<file path="src/rtl/tdc_pkg.sv">
// Shared definitions for the interval time digitizer channel.
// Assumes nothing beyond standard SystemVerilog.
package tdc_pkg;
    // Marker bit placed ahead of the count field in every stored word
    localparam logic WORD_MARK = 1'b1;

    // Parallel-to-serial shifter states
    typedef enum logic {
        SER_IDLE  = 1'b0,
        SER_SHIFT = 1'b1
    } ser_state_t;
endpackage

</file>
<file path="src/rtl/tdc_interval_counter.sv">
// Saturating interval counter. The sample output already includes
// the current cycle's tick, so a hit captures the full interval.
// Assumes the hit strobe is asserted only while the channel is running.
module tdc_interval_counter #(
    parameter int CNT_W = 16
) (
    input  logic             clk,
    input  logic             rst_n,
    input  logic             clear_i,
    input  logic             run_i,
    input  logic             tick_en_i,
    input  logic             hit_take_i,
    output logic [CNT_W-1:0] sample_o
);
    localparam logic [CNT_W-1:0] CNT_MAX = '1;
    localparam logic [CNT_W-1:0] CNT_ONE = {{(CNT_W-1){1'b0}}, 1'b1};

    logic [CNT_W-1:0] cnt_q;

    // Next count value: one tick added when enabled, held at all ones
    always_comb begin
        if (tick_en_i && (cnt_q != CNT_MAX)) begin
            sample_o = cnt_q + CNT_ONE;
        end else begin
            sample_o = cnt_q;
        end
    end

    // Count register: cleared by start or by an accepted hit
    always_ff @(posedge clk) begin
        if (!rst_n) begin
            cnt_q <= '0;
        end else if (clear_i) begin
            cnt_q <= '0;
        end else if (run_i) begin
            if (hit_take_i) begin
                cnt_q <= '0;
            end else begin
                cnt_q <= sample_o;
            end
        end
    end
endmodule

</file>
<file path="src/rtl/tdc_hit_fifo.sv">
// Fixed-depth first-in first-out buffer of captured words.
// A push while full is refused, so stored words are never overwritten.
// Depth may be any value of 1 or more.
module tdc_hit_fifo #(
    parameter int WORD_W = 17,
    parameter int DEPTH  = 9
) (
    input  logic              clk,
    input  logic              rst_n,
    input  logic              flush_i,
    input  logic              push_i,
    input  logic [WORD_W-1:0] push_data_i,
    input  logic              pop_i,
    output logic [WORD_W-1:0] pop_data_o,
    output logic              empty_o,
    output logic              full_o
);
    localparam int PTR_W = (DEPTH > 1) ? $clog2(DEPTH) : 1;
    localparam int OCC_W = $clog2(DEPTH + 1);
    localparam logic [PTR_W-1:0] PTR_LAST = PTR_W'(DEPTH - 1);
    localparam logic [PTR_W-1:0] PTR_ONE  = {{(PTR_W-1){1'b0}}, 1'b1};
    localparam logic [OCC_W-1:0] OCC_FULL = OCC_W'(DEPTH);
    localparam logic [OCC_W-1:0] OCC_ONE  = {{(OCC_W-1){1'b0}}, 1'b1};

    logic [WORD_W-1:0] mem_q [DEPTH];
    logic [PTR_W-1:0]  wr_ptr_q, rd_ptr_q;
    logic [OCC_W-1:0]  occ_q;
    logic              do_push, do_pop;

    // Status decode and effective push/pop
    always_comb begin
        empty_o    = (occ_q == '0);
        full_o     = (occ_q == OCC_FULL);
        do_push    = push_i && !full_o;
        do_pop     = pop_i && !empty_o;
        pop_data_o = mem_q[rd_ptr_q];
    end

    // Storage array: one write port per entry
    for (genvar gi = 0; gi < DEPTH; gi++) begin : g_entry
        always_ff @(posedge clk) begin
            if (!rst_n) begin
                mem_q[gi] <= '0;
            end else if (do_push && !flush_i && (wr_ptr_q == PTR_W'(gi))) begin
                mem_q[gi] <= push_data_i;
            end
        end
    end

    // Pointers and occupancy, with wrap at a non power-of-two depth
    always_ff @(posedge clk) begin
        if (!rst_n || flush_i) begin
            wr_ptr_q <= '0;
            rd_ptr_q <= '0;
            occ_q    <= '0;
        end else begin
            if (do_push) begin
                wr_ptr_q <= (wr_ptr_q == PTR_LAST) ? '0 : wr_ptr_q + PTR_ONE;
            end
            if (do_pop) begin
                rd_ptr_q <= (rd_ptr_q == PTR_LAST) ? '0 : rd_ptr_q + PTR_ONE;
            end
            case ({do_push, do_pop})
                2'b10:   occ_q <= occ_q + OCC_ONE;
                2'b01:   occ_q <= occ_q - OCC_ONE;
                default: occ_q <= occ_q;
            endcase
        end
    end
endmodule

</file>
<file path="src/rtl/tdc_serializer.sv">
// Parallel-to-serial shifter. Loads one word whenever it is idle,
// enabled and a word is available, then shifts MSB first, one bit
// per read strobe. Assumes the word is stable while pop_o is high.
module tdc_serializer #(
    parameter int WORD_W = 17
) (
    input  logic              clk,
    input  logic              rst_n,
    input  logic              flush_i,
    input  logic              enable_i,
    input  logic              avail_i,
    input  logic [WORD_W-1:0] word_i,
    input  logic              strobe_i,
    output logic              pop_o,
    output logic              ser_o,
    output logic              word_start_o,
    output logic              busy_o
);
    import tdc_pkg::*;

    localparam int BIT_W = (WORD_W > 1) ? $clog2(WORD_W) : 1;
    localparam logic [BIT_W-1:0] BIT_LAST = BIT_W'(WORD_W - 1);
    localparam logic [BIT_W-1:0] BIT_ONE  = {{(BIT_W-1){1'b0}}, 1'b1};

    ser_state_t        state_q;
    logic [WORD_W-1:0] shreg_q;
    logic [BIT_W-1:0]  left_q;

    // Load request and output taps
    always_comb begin
        pop_o  = (state_q == SER_IDLE) && enable_i && avail_i && !flush_i;
        ser_o  = shreg_q[WORD_W-1];
        busy_o = (state_q == SER_SHIFT);
    end

    // Shift engine: load, shift on strobe, return to idle after last bit
    always_ff @(posedge clk) begin
        if (!rst_n || flush_i) begin
            state_q      <= SER_IDLE;
            shreg_q      <= '0;
            left_q       <= '0;
            word_start_o <= 1'b0;
        end else begin
            word_start_o <= pop_o;
            if (pop_o) begin
                state_q <= SER_SHIFT;
                shreg_q <= word_i;
                left_q  <= BIT_LAST;
            end else if ((state_q == SER_SHIFT) && strobe_i) begin
                shreg_q <= {shreg_q[WORD_W-2:0], 1'b0};
                if (left_q == '0) begin
                    state_q <= SER_IDLE;
                end else begin
                    left_q <= left_q - BIT_ONE;
                end
            end
        end
    end
endmodule

</file>
<file path="src/rtl/hit_interval_tdc.sv">
// One multi-hit interval digitizer channel. Start arms and clears,
// each accepted hit stores the interval since the previous event,
// stop closes the window, and stored words then drain serially.
// Assumes all control inputs are single-cycle synchronous pulses.
module hit_interval_tdc #(
    parameter int CNT_W = 16,
    parameter int DEPTH = 9
) (
    input  logic clk,
    input  logic rst_n,
    input  logic start_i,
    input  logic stop_i,
    input  logic tick_en_i,
    input  logic hit_i,
    input  logic rd_strobe_i,
    output logic ser_o,
    output logic word_start_o,
    output logic empty_o,
    output logic overflow_o,
    output logic armed_o
);
    import tdc_pkg::*;

    localparam int WORD_W = CNT_W + 1;

    logic              armed_q, overflow_q;
    logic              hit_take;
    logic [CNT_W-1:0]  sample;
    logic [WORD_W-1:0] head_word;
    logic              fifo_empty, fifo_full, pop, ser_busy;

    // A hit counts only inside the window and never alongside a start
    always_comb begin
        hit_take = hit_i && armed_q && !start_i;
    end

    // Window state: start wins over stop
    always_ff @(posedge clk) begin
        if (!rst_n) begin
            armed_q <= 1'b0;
        end else if (start_i) begin
            armed_q <= 1'b1;
        end else if (stop_i) begin
            armed_q <= 1'b0;
        end
    end

    // Sticky record of hits refused by a full buffer
    always_ff @(posedge clk) begin
        if (!rst_n || start_i) begin
            overflow_q <= 1'b0;
        end else if (hit_take && fifo_full) begin
            overflow_q <= 1'b1;
        end
    end

    tdc_interval_counter #(.CNT_W(CNT_W)) u_cnt (
        .clk        (clk),
        .rst_n      (rst_n),
        .clear_i    (start_i),
        .run_i      (armed_q),
        .tick_en_i  (tick_en_i),
        .hit_take_i (hit_take),
        .sample_o   (sample)
    );

    tdc_hit_fifo #(.WORD_W(WORD_W), .DEPTH(DEPTH)) u_fifo (
        .clk         (clk),
        .rst_n       (rst_n),
        .flush_i     (start_i),
        .push_i      (hit_take),
        .push_data_i ({WORD_MARK, sample}),
        .pop_i       (pop),
        .pop_data_o  (head_word),
        .empty_o     (fifo_empty),
        .full_o      (fifo_full)
    );

    tdc_serializer #(.WORD_W(WORD_W)) u_ser (
        .clk          (clk),
        .rst_n        (rst_n),
        .flush_i      (start_i),
        .enable_i     (!armed_q),
        .avail_i      (!fifo_empty),
        .word_i       (head_word),
        .strobe_i     (rd_strobe_i),
        .pop_o        (pop),
        .ser_o        (ser_o),
        .word_start_o (word_start_o),
        .busy_o       (ser_busy)
    );

    // Port drive
    always_comb begin
        empty_o    = fifo_empty && !ser_busy;
        overflow_o = overflow_q;
        armed_o    = armed_q;
    end
endmodule

</file>
<file path="config.mk">
export PLATFORM = sky130hd
export DESIGN_NAME = hit_interval_tdc
export DESIGN_NICKNAME = d
export VERILOG_FILES = /design/src/rtl/tdc_pkg.sv /design/src/rtl/tdc_interval_counter.sv /design/src/rtl/tdc_hit_fifo.sv /design/src/rtl/tdc_serializer.sv /design/src/rtl/hit_interval_tdc.sv
export SDC_FILE = /design/constraint.sdc
export NUM_CORES = 1
export LEC_CHECK = 0
export BUFFER_PORTS_ARGS = -buffer_cell sky130_fd_sc_hd__buf_2
export CORE_ASPECT_RATIO = 0.8
export CORE_MARGIN = 2
export CORE_UTILIZATION = 50
export CTS_BUF_LIST = sky130_fd_sc_hd__clkbuf_16
export DETAILED_ROUTE_END_ITERATION = 12
export HOLD_SLACK_MARGIN = 0.02
export PLACE_DENSITY = 0.77
export SLEW_MARGIN = 10
export SYNTH_ARGS = -nofsm -noshare
export SYNTH_HDL_FRONTEND = slang
export SYNTH_SLANG_ARGS = --single-unit
</file>
<file path="constraint.sdc">
create_clock -name clk -period 8 [get_ports clk]
set_input_delay 1.6 -clock clk [delete_from_list [all_inputs] [get_ports clk]]
set_output_delay 1.6 -clock clk [all_outputs]
set_load 0.02 [all_outputs]
</file>
==> run_results.csv <==
group,metric,value,unit
placed_design,pre_cts_ws,3740,ps
clock_tree,post-cts-setup-buffers,0,
drt,drt-pass1-iter-count,6,
finish,insertedDiodeCount,0,
finish,final_cell_area,0.0109,mm^2
clock_tree,clockBufferDepth,3,
clock_tree,path_clk_slew,60,ps
drt,wl_per_cell,22.7,um
floorplan,num_rows,46,
worst_setup_path,path_max_fanout,13,
status,status,"finished clean",
synthesis,yosys_warnings,0,
flow_run,maxCapViolCount,0,
floorplan,start_util,50.6,%
clock_tree,cts-resized-gates,0,
synthesis,yosys_register_bits,211,
global_route,grt_max_degree,33,
finish,n_fill_cell,1658,
power_and_ir_drop,switching_share,21.3,%
finish,stdcell_count,1085,
floorplan,die_area,0.0211,mm^2
synthesis,synth_edf_count,152,
timing,max_clock_freq,265,MHz
power_and_ir_drop,switchingPower,0.496,mW
power_and_ir_drop,pwr-share-seq,52.3,%
synthesis,synth-main-ff-cell,"edfxtp_1",
synthesis,synth_cell_type_count,63,
timing,skew,26.5,ps
finish,nets,823,
clock_tree,htree_levels,1,
timing,fin_ws,4230,ps
clock_tree,cts_made_buffers,22,
power_and_ir_drop,powerDensity,213,mW/mm^2
floorplan,ios,12,
synthesis,ys_async_sr_fraction,0,%
timing,fin_crit_sh,47.1,%
placed_design,dp.final_hpwl,15.4,mm
floorplan,die_y,130,um
timing,period_needed,3770,ps
finish,drive_gt1_share,20.2,%
finish,syn_to_final_growth,9.53,%
global_route,antenna_found_initial,1,
drt,avgViaCountPerCell,6.31,
floorplan,die_x,162,um
worst_setup_path,crit_arrival,4200,ps
timing,timing.final.max_slew_violations,0,
floorplan,core_area,0.0197,mm^2
placed_design,place.gp.congestion,0.921,
power_and_ir_drop,p_clk_share,44.6,%
finish,multi_input_area,0.00388,mm^2
clock_tree,root_buffer,"clkbuf_16",
synthesis,syn_nets,842,
power_and_ir_drop,p_int,1.83,mW
synthesis,synth_top_area_share,45.8,%
global_route,grt-ovfl-total,0,
synthesis,synth_commonest_cells,"edfxtp_1 (152), nor2_1 (90), a21oi_1 (82)",
synthesis,ys_seq_area_share,57.7,%
worst_setup_path,worstSetupPathType,"input port to flip-flop",
drt,drtIter0Drc,872,
synthesis,synth_area_leaders,"edfxtp_1 (46%), dfxtp_1 (12%), mux4_2 (7.7%)",
power_and_ir_drop,ir_worst_vdd,152,uV
timing,final_hold_viol_count,0,
global_route,grt_pass1_wl,37.5,mm
global_route,grt_pass1_vias,6501,
synthesis,synthCells,824,
global_route,globalRouteTotalUtil,23.5,%
placed_design,placed_cell_area,0.0102,mm^2
synthesis,yosysMostFrequentCell,"edfxtp_1",
worst_setup_path,cp-end-kind,"flip-flop",
finish,final-seq-area,0.00575,mm^2
clock_tree,clock_latency,520,ps
worst_setup_path,crit_required,8430,ps
timing,worst_slew_pin_slew,1170,ps
clock_tree,cts_tree,"done",
placed_design,port_buffers,11,
timing,tns,0,ps
drt,vias,6842,
worst_setup_path,timing.critical_path.from_type,"input port",
power_and_ir_drop,leakagePower,3.45,nW
placed_design,placed_cells,1045,
timing,rsz0062_at_grt,"false",
timing,max_slew_margin,21.5,%
synthesis,yosysTopAreaCell,"edfxtp_1",
drt,drtAntennaViolNets,0,
clock_tree,cts_sinks,211,
power_and_ir_drop,comb_power_share,3.1,%
drt,wl,24.6,mm
clock_tree,postCtsHoldBufs,0,
timing,timing.hold.ws,477,ps
synthesis,synth_area,0.00996,mm^2
timing,setup_viol,0,
worst_hold_path,hp-class,"flip-flop to flip-flop",
synthesis,avgSynthCellArea,12.1,um^2
drt,drc,0,
-- sequential cells by signal, summed over array words and instances (netlist names), named ones only --
name,flops
u_fifo.mem_q,153
u_ser.shreg_q,17
u_cnt.cnt_q,16
u_ser.left_q,5
u_fifo.occ_q,4
u_fifo.rd_ptr_q,4
u_fifo.wr_ptr_q,4
armed_o,1
overflow_o,1
u_ser.busy_o,1
u_ser.word_start_o,1
-- kinds of logic after synthesis --
logic type      count (synthesis)  share of synthesized area [%]
simple gates                  256                           13.1
flops                         211                           57.7
fa+ha+maj                      11                           1.38
mux                            63                           10.9
xor+xnor                        5                          0.440
compound gates                189                           12.7
buf+inv                        89                           3.73
-- per-stage QoR --
stage	total power, mW	util [%]
after floorplan	1.28	-
after global placement	1.31	51.6
after detailed placement	1.31	51.6
after CTS	2.33	55.4
after global routing	2.38	55.4
final	2.32	55.4
-- metal layers --
metal | up-vias | wire (um) | global-route usage [%]
li1 | 3104 | - | -
met2 | 346 | 11300 | 36.9
met5 | - | 0 | 0
met1 | 3339 | 10100 | 32.2
met3 | 53 | 2660 | 7.15
met4 | 0 | 574 | 6.09
-- path summary, 6_finish.rpt --
kind | endpoint | cells past startpoint | slack, ps | startpoint
worst min register to register | overflow_o | 2 | 480 | overflow_o
worst max register to register | u_fifo.occ_q[2] | 10 | 4870 | u_fifo.occ_q[0]
worst min-delay path | overflow_o | 2 | 480 | overflow_o
worst max-delay path | u_fifo.occ_q[2] | 11 | 4230 | start_i
-- cell usage in the layout, fill, tap and decap left out, types with 22 or more instances in the layout --
cell type and instances:
edfxtp_1 152, nor2_1 90, a21oi_1 82, dfxtp_1 57, nand2_1 38, mux4_2 34, inv_1 30, nor3_1 30
mux2_2 22, o221a_2 22, clkbuf_16 22
-- worst max-delay path, stage by stage --
cell     delay, ps
buf_2          140
or3_1          400
or2_2          410
inv_1          340
ha_1           330
xor2_1         170
ha_1           160
a21oi_1         50
xor2_1         150
or3_1          300
a21oi_1        140
-- power by group through the flow --
stage	clock network (mW)	logic, mW	registers (mW)
global route	1.09	0.0777	1.22
detailed placement	0	0.0712	1.24
floorplan	0	0.0460	1.23
finish	1.04	0.0728	1.21
global placement	0	0.0701	1.24
CTS	1.04	0.0717	1.21
-- area by class of cell --
type	instances	area share [%]
Sequential cell	211	52.7
Multi-Input combinational cell	524	35.5
Clock buffer	22	5.05
Tap cell	264	3.03
Clock inverter	18	1.68
Timing Repair Buffer	19	1.06
Inverter	27	0.929
No activity file was read; power rests on OpenSTA's default activity.
